**config.mk**
```make
export PLATFORM = sky130hd
export DESIGN_NAME = ddr_pwr_fsm
export DESIGN_NICKNAME = d
export VERILOG_FILES = /design/src/rtl/ddr_chk_pkg.sv /design/src/rtl/ddr_pwr_fsm.sv
export SDC_FILE = /design/constraint.sdc
export NUM_CORES = 1
export LEC_CHECK = 0
export ABC_AREA = 1
export CAP_MARGIN = 5
export CORE_AREA = 10 10 47 49
export CTS_CLUSTER_DIAMETER = 60
export DETAILED_ROUTE_END_ITERATION = 12
export DIE_AREA = 0 0 57 59
export PLACE_DENSITY = 0.43
export SLEW_MARGIN = 30
export SYNTH_ARGS = -nofsm -noshare
export SYNTH_HDL_FRONTEND = slang
export SYNTH_SLANG_ARGS = --single-unit
```
**constraint.sdc**
```tcl
create_clock -name clk -period 3.3 [get_ports clk]
set_clock_uncertainty 0.2 [all_clocks]
set_input_delay 0.66 -clock clk [delete_from_list [all_inputs] [get_ports clk]]
set_output_delay 0.66 -clock clk [all_outputs]
set_load 0.02 [all_outputs]
```
**src/rtl/ddr_chk_pkg.sv**
```systemverilog
package ddr_chk_pkg;

  typedef enum logic [4:0] {
    C_DESEL   = 5'd0,
    C_NOP     = 5'd1,
    C_MRS     = 5'd2,
    C_EMRS    = 5'd3,
    C_ACT     = 5'd4,
    C_RD      = 5'd5,
    C_RDA     = 5'd6,
    C_WR      = 5'd7,
    C_WRA     = 5'd8,
    C_PRE     = 5'd9,
    C_PREA    = 5'd10,
    C_BST     = 5'd11,
    C_REF     = 5'd12,
    C_SREF_EN = 5'd13,
    C_PD_EN   = 5'd14,
    C_EXIT    = 5'd15,
    C_CKE_LOW = 5'd16,
    C_ILLEGAL = 5'd17
  } cmd_e;

  typedef enum logic [2:0] {
    V_NONE     = 3'd0,
    V_ACT_OPEN = 3'd1,
    V_RW_IDLE  = 3'd2,
    V_LOCKOUT  = 3'd3,
    V_MRS_BUSY = 3'd4,
    V_PWR_SEQ  = 3'd5,
    V_CKE_CMD  = 3'd6
  } viol_e;

  typedef enum logic [1:0] {
    PS_UP   = 2'd0,
    PS_SREF = 2'd1,
    PS_PPD  = 2'd2,
    PS_APD  = 2'd3
  } pwr_e;

endpackage

```
**src/rtl/ddr_pwr_fsm.sv**
```systemverilog
module ddr_pwr_fsm
  import ddr_chk_pkg::*;
(
  input  logic clk,
  input  logic rst_n,
  input  cmd_e cmd_i,
  input  logic legal_i,
  input  logic any_active_i,
  output pwr_e state_o
);

  pwr_e state_q, state_d;

  always_comb begin
    state_d = state_q;
    if (legal_i) begin
      if (state_q == PS_UP) begin
        if (cmd_i == C_SREF_EN)    state_d = PS_SREF;
        else if (cmd_i == C_PD_EN) state_d = any_active_i ? PS_APD : PS_PPD;
      end else if (cmd_i == C_EXIT) begin
        state_d = PS_UP;
      end
    end
  end

  always_ff @(posedge clk or negedge rst_n) begin
    if (!rst_n) state_q <= PS_UP;
    else        state_q <= state_d;
  end

  assign state_o = state_q;

  // Precharge power-down is only entered with every bank idle.
  p_ppd_idle_r9: assert property (@(posedge clk) disable iff (!rst_n)
    (state_q == PS_PPD && $past(state_q) == PS_UP) |-> !$past(any_active_i));

  // Active power-down is only entered with some row open.
  p_apd_open_r9: assert property (@(posedge clk) disable iff (!rst_n)
    (state_q == PS_APD && $past(state_q) == PS_UP) |-> $past(any_active_i));

  // A clean exit from any low-power state returns to up.
  p_exit_up_r8: assert property (@(posedge clk) disable iff (!rst_n)
    (state_q != PS_UP && cmd_i == C_EXIT && legal_i) |=> state_q == PS_UP);

endmodule

```
==> results of run 1 <==
[area by class of cell]
cell class / count / area share [%]
multi-input combinational: 19 / 30.3
timing repair buffer: 10 / 34.2
inverter: 3 / 3.85
tap: 16 / 6.84
sequential: 2 / 17.1
clock buffer: 3 / 7.69
[cell families (layout without fill, tap and decap cells)]
group	count (synthesis)	count (layout)	share of synthesized area, %
AND/OR/NAND/NOR	15	15	45.8
buffers and inverters	3	16	7.50
flip-flops	2	2	33.3
AO/OA/AOI/OAI	4	4	13.3
[power by group]
| group | switching (mW) | leakage [nW] | total [mW] | internal [mW] |
|---|---|---|---|---|
| Combinational | 0.0336 | 0.0891 | 0.0655 | 0.0319 |
| Clock | 0.0130 | 0.0138 | 0.0530 | 0.0400 |
| Sequential | 0.00832 | 0.0253 | 0.0411 | 0.0328 |
| Total | 0.0549 | 0.128 | 0.160 | 0.105 |
[stage by stage]
step	instance area, sq um	util [%]	std cells	power (mW)
2_1_floorplan	150	-	24	0.0739
3_3_place_gp	270	19.3	50	0.108
5_1_grt	293	20.9	53	0.175
3_5_place_dp	270	19.3	50	0.107
4_1_cts	293	20.9	53	0.165
6_report	293	20.9	53	0.160
[final timing paths]
| check | slack [ns] | endpoint | depth (start not counted) | from |
|---|---|---|---|---|
| worst max-delay path | 1.21 | state_o[1] | 1 | state_o[1]$_DFFE_PN0P_ |
| worst min-delay path | 0.33 | state_o[0]$_DFFE_PN0P_ | 2 | state_o[0]$_DFFE_PN0P_ |
| worst max register to register | 1.96 | state_o[0]$_DFFE_PN0P_ | 6 | state_o[1]$_DFFE_PN0P_ |
| worst min register to register | 0.33 | state_o[0]$_DFFE_PN0P_ | 2 | state_o[0]$_DFFE_PN0P_ |
| max in group asynchronous | 2.37 | state_o[0]$_DFFE_PN0P_ | 1 | rst_n |
| min in group asynchronous | 0.41 | state_o[1]$_DFFE_PN0P_ | 1 | rst_n |
[metal layers]
metal	GRT usage, %	share of wire, %	vias up
met5	0	0	-
li1	-	-	104
met3	3.22	13	0
met1	3.69	48	74
met4	3.02	0	0
met2	4.19	38	7
[cells in the final DEF (no fill, tap or decap)]
master,Yosys,layout
a21oi_1,3,3
clkbuf_4,0,3
clkdlybuf4s50_1,0,10
dfrtp_1,2,2
inv_1,2,2
inv_2,1,1
nand2_1,7,7
nand3_1,4,4
nor2_1,1,1
nor2_2,3,3
o21ai_0,1,1
==> summary.md, run 1 <==
| Metric | Value |
|---|---|
| H-tree lvl count | 1 |
| Synth unique cells | 9 |
| Multi-input logic area | 88.8 sq um |
| Synthesized instance count | 24 |
| Syn_nets | 33 |
| Fin crit period | around 2.1 ns |
| Number of synthesized register bits | 2 |
| Count of final setup violators | 0 |
| Syn-to-layout area delta | 95.0% |
| Detailed Route WL | roughly 530 microns |
| Vias in the first global route | 208 |
| # Post-CTS Setup Buffers | 0 |
| Skew-Pair Late Insertion Delay | 0.22 ns |
| Worst setup margin | 1.21 ns |
| Crit path buf inv count | 1 |
| DRC | 0 |
| Fin Hold WS | about 0.33 ns |
| CP cell instances | clkdlybuf4s50_1 |
| Die width | between 50 and 60 microns |
| Area share of the largest cell type after synthesis | ~33% |
| Most common cell in the synthesized netlist | nand2_1 |
| DP HPWL | 412 microns |
| Fmax | 478 MHz |
| Crit path DAT | 1.23 ns |
| RSZ-0062 raised after global routing | false |
| CP max stage cell | clkdlybuf4s50_1 |
| TNS Setup | 0 ns |
| Register area | around 50 sq um |
| Hold Crit Class | flip-flop to flip-flop |
| ANT nets after route | 0 |
| Ratio of cells with drive above 1 in the final layout | 18.9% |
| Routability cong. | 0.592 |
| Clock-pin slew on the worst setup and hold paths | 0.03 ns |
| Final net count | 48 |
| Largest register FFs | 2 |
| Overflow after GRT | 0 |
| Die area | 3360 sq um |
| Initial DRC count | 1 |
| Initial antenna violation count | 0 |
| Core Area | ~1400 sq um |
| CP Data Required Time | between 2 and 2.5 ns |
| Relative slew slack | 84.8% |
| DRT Pass-1 Iters | 3 |
| Via count | 185 |
| Die Span Y | around 59 microns |
| Clock Path Buffers | 2 |
| Leak Pwr | 0.128 nW |
| CTS buffer count | 3 |
| Number of synthesized flops with an enable pin | 0 |
| CP Max Fanout | 4 |
| Pin count of the biggest net entering global routing | 5 |
| CTS tree | done |
| Ys async rst share | 100% |
| Clock tree sinks | 2 |
| Antenna cells | 0 |
| Starting Density | between 10% and 20% |
| Final hold vios | 0 |
| Global-route wire length before repair | ~870 microns |
| Warnings, synthesis | 0 |
| Hold buffer count at cts | 0 |
| Gr usage total | 3.55% |
| Final period utilization | 63.3% |
| Post-synth top flop | dfrtp_1 |
| Routed wire per std cell | 9.92 microns |
| Most frequent cells after synthesis | nand2_1 (7), nand3_1 (4), a21oi_1 (3), nor2_2 (3) |
| IO Count | 11 |
| Crit path capture type | output pin |
| Largest stage delay, worst path | 0.63 ns |
| Slew @ Worst Pin | 0.228 ns |
| Max Cap Viol | 0 |
| DR vias/cell | ~3.5 |
| Cell Area, Synth | 150 sq um |
| Seq/Total Area, Yosys | 33.3% |
| DP Worst Slack | 1.25 ns |
| Clk root buf | clkbuf_4 |
| Area leader, netlist | dfrtp_1 |
| CP Launch Type | flip-flop |
| Fillers | 166 |
| Crit-path leading delay family | buffers and inverters |
| Rows | 14 |
| Status | finished, final reports clean |
| Final Max Tran Viols | 0 |
| Post-synthesis area per instance | 6.26 sq um |
| Post-cts sizing count | 0 |
| Synth top area cells | dfrtp_1 (33%), nand2_1 (18%), nand3_1 (13%) |
| PD cells | 545 nW/um^2 |
| Worst Path Class, Setup | flip-flop to output pin |
| I/O Buffers | 10 |
| Worst vdd ir | 0.234 mV |
Power figures use the tool's default switching activity.
==> run 2, diff against run 1 <==
--- a/config.mk
+++ b/config.mk
@@ -11,7 +11,7 @@
 export CTS_CLUSTER_DIAMETER = 60
 export DETAILED_ROUTE_END_ITERATION = 12
 export DIE_AREA = 0 0 57 59
-export PLACE_DENSITY = 0.43
+export PLACE_DENSITY = 0.44
 export SLEW_MARGIN = 30
 export SYNTH_ARGS = -nofsm -noshare
 export SYNTH_HDL_FRONTEND = slang
==> constraint.sdc (replaced) <==
create_clock -name clk -period 1.7 [get_ports clk]
set_clock_uncertainty 0.2 [all_clocks]
set_input_delay 0.34 -clock clk [delete_from_list [all_inputs] [get_ports clk]]
set_output_delay 0.34 -clock clk [all_outputs]
set_load 0.02 [all_outputs]
==> summary.md, run 2 (synthesis results as in run 1) <==
| Metric | Value |
|---|---|
| Syn-to-layout area delta | 103% (was 95.0%) |
| Largest stage delay, worst path | 0.39 ns (was 0.63 ns) |
| Antenna cells | 0 (unchanged) |
| Final hold vios | 0 (unchanged) |
| Placed Area | 285 sq um (was 270 sq um) |
| IO Count | 11 (unchanged) |
| Multi-input logic area | 88.8 sq um (unchanged) |
| Largest register FFs | 2 (unchanged) |
| Max Cap Viol | 0 (unchanged) |
| RSZ-0062 raised after global routing | false (unchanged) |
| Fin crit period | 1.49 ns |
| Relative slew slack | 85.5% (was 84.8%) |
| Skew-Pair Late Insertion Delay | 0.22 ns (about the same) |
| Clock Path Buffers | 2 (unchanged) |
| Initial antenna violation count | 0 (unchanged) |
| Final net count | 50 (was 48) |
| Hold buffer count at cts | 0 (unchanged) |
| Via count | 205 (was 185) |
| Ratio of cells with drive above 1 in the final layout | 23.1% (was 18.9%) |
| Worst vdd ir | 0.412 mV (was 0.234 mV) |
| Post-cts sizing count | 2 (was 0) |
| Final Instance Area | 305 sq um (was 293 sq um) |
| ANT nets after route | 0 (unchanged) |
| Leak Pwr | 0.144 nW (was 0.128 nW) |
| Pin count of the biggest net entering global routing | 5 (unchanged) |
| CP Launch Type | flip-flop (unchanged) |
| H-tree lvl count | 1 (unchanged) |
| Crit-path leading delay family | flip-flops (was buffers and inverters) |
| CP max stage cell | dfrtp_1 (was clkdlybuf4s50_1) |
| DR vias/cell | 3.73 (was 3.49) |
| I/O Buffers | 10 (unchanged) |
| Clk root buf | clkbuf_4 (unchanged) |
| Highest-count cells in the layout ignoring fill and taps | clkdlybuf4s50_1 (8), nand2_1 (7), nand3_1 (4) (was clkdlybuf4s50_1 (10), nand2_1 (7), nand3_1 (4)) |
| Placed Instances | 52 (was 50) |
| DRT Pass-1 Iters | 4 (was 3) |
| Routability cong. | 0.580 (was 0.592) |
| Gr usage total | 3.54% (was 3.55%) |
| DP HPWL | 418 microns (was 412 microns) |
| DRC | 0 (unchanged) |
| Commonest non-fill, non-tap cell in the layout | clkdlybuf4s50_1 (unchanged) |
| Final Max Tran Viols | 0 (unchanged) |
| Fillers | 170 (was 166) |
| Clock tree sinks | 2 (unchanged) |
| Die area | 3360 sq um (unchanged) |
| Worst setup margin | 0.209 ns (was 1.21 ns) |
| Core Area | 1400 sq um (unchanged) |
| Power consumption | 0.303 mW (was 0.160 mW) |
| DP Worst Slack | -0.0278 ns (was 1.25 ns) |
| Fin Hold WS | 0.0845 ns (was 0.329 ns) |
| Starting Density | 10.7% (unchanged) |
| CTS tree | done (unchanged) |
| Count of final setup violators | 0 (unchanged) |
| CP cell instances | dlygate4sd2_1 (was clkdlybuf4s50_1) |
| Die width | 57 microns (unchanged) |
| Core Util, Final | 21.8% (was 20.9%) |
| Non-Filler Instances | 55 (was 53) |
| Register area | 50.0 sq um (unchanged) |
| Slew @ Worst Pin | 0.218 ns (was 0.228 ns) |
| CTS buffer count | 3 (unchanged) |
| Final period utilization | just under 90% |
| Fmax | 671 MHz |
| # Post-CTS Setup Buffers | 0 (unchanged) |
| PD cells | 993 nW/um^2 (was 545 nW/um^2) |
| Crit path capture type | output pin (unchanged) |
| Hold Crit Class | input pin to asynchronous set/reset pin (was flip-flop to flip-flop) |
| Status | finished, final reports clean (unchanged) |
| Overflow after GRT | 0 (unchanged) |
| Routed wire per std cell | 9.56 microns (was 9.92 microns) |
| Rows | 14 (unchanged) |
| Detailed Route WL | 526 microns (unchanged) |
| Worst Path Class, Setup | flip-flop to output pin (unchanged) |
| CP Data Required Time | 1.16 ns (was 2.44 ns) |
| Clock-pin slew on the worst setup and hold paths | 0.03 ns (about the same) |
| Vias in the first global route | 230 (was 208) |
| Die Span Y | 59 microns (unchanged) |
| Crit path buf inv count | 1 (unchanged) |
| TNS Setup | 0 ns (unchanged) |
| CP Max Fanout | 4 (unchanged) |
| Initial DRC count | 5 (was 1) |
| Global-route wire length before repair | 883 microns (was 869 microns) |
| Crit path DAT | 0.95 ns (was 1.23 ns) |
==> run 2: worst paths after layout <==
check / startpoint / endpoint / slack (ns) / depth (start not counted)
max: state_o[1]$_DFFE_PN0P_ / state_o[1] / 0.21 / 1
min: rst_n / state_o[1]$_DFFE_PN0P_ / 0.08 / 1
max reg2reg: state_o[1]$_DFFE_PN0P_ / state_o[1]$_DFFE_PN0P_ / 0.36 / 6
min reg2reg: state_o[0]$_DFFE_PN0P_ / state_o[0]$_DFFE_PN0P_ / 0.32 / 2
max in group asynchronous: rst_n / state_o[0]$_DFFE_PN0P_ / 1.09 / 1
min in group clk: state_o[0]$_DFFE_PN0P_ / state_o[0]$_DFFE_PN0P_ / 0.32 / 2
==> run 2: metal layers <==
layer  global-route usage (%)  vias to the layer above  wire, microns
met5                        0                        -              0
met4                     4.03                        0              0
met3                     3.22                        0             74
met2                     4.03                        6            235
met1                     3.44                       91            217
li1                         -                      108              -
==> run 2: cell type report <==
class                           count  area share [%]
Timing Repair Buffer               12            36.9
Multi-Input combinational cell     19            29.1
Sequential cell                     2            16.4
Clock buffer                        3            7.38
Tap cell                           16            6.56
Inverter                            3            3.69
==> run 2: where the power goes <==
group / total [mW] / internal (mW) / switching, mW
Sequential: 0.0785 / 0.0636 / 0.0149
Combinational: 0.120 / 0.0532 / 0.0668
Clock: 0.104 / 0.0779 / 0.0266
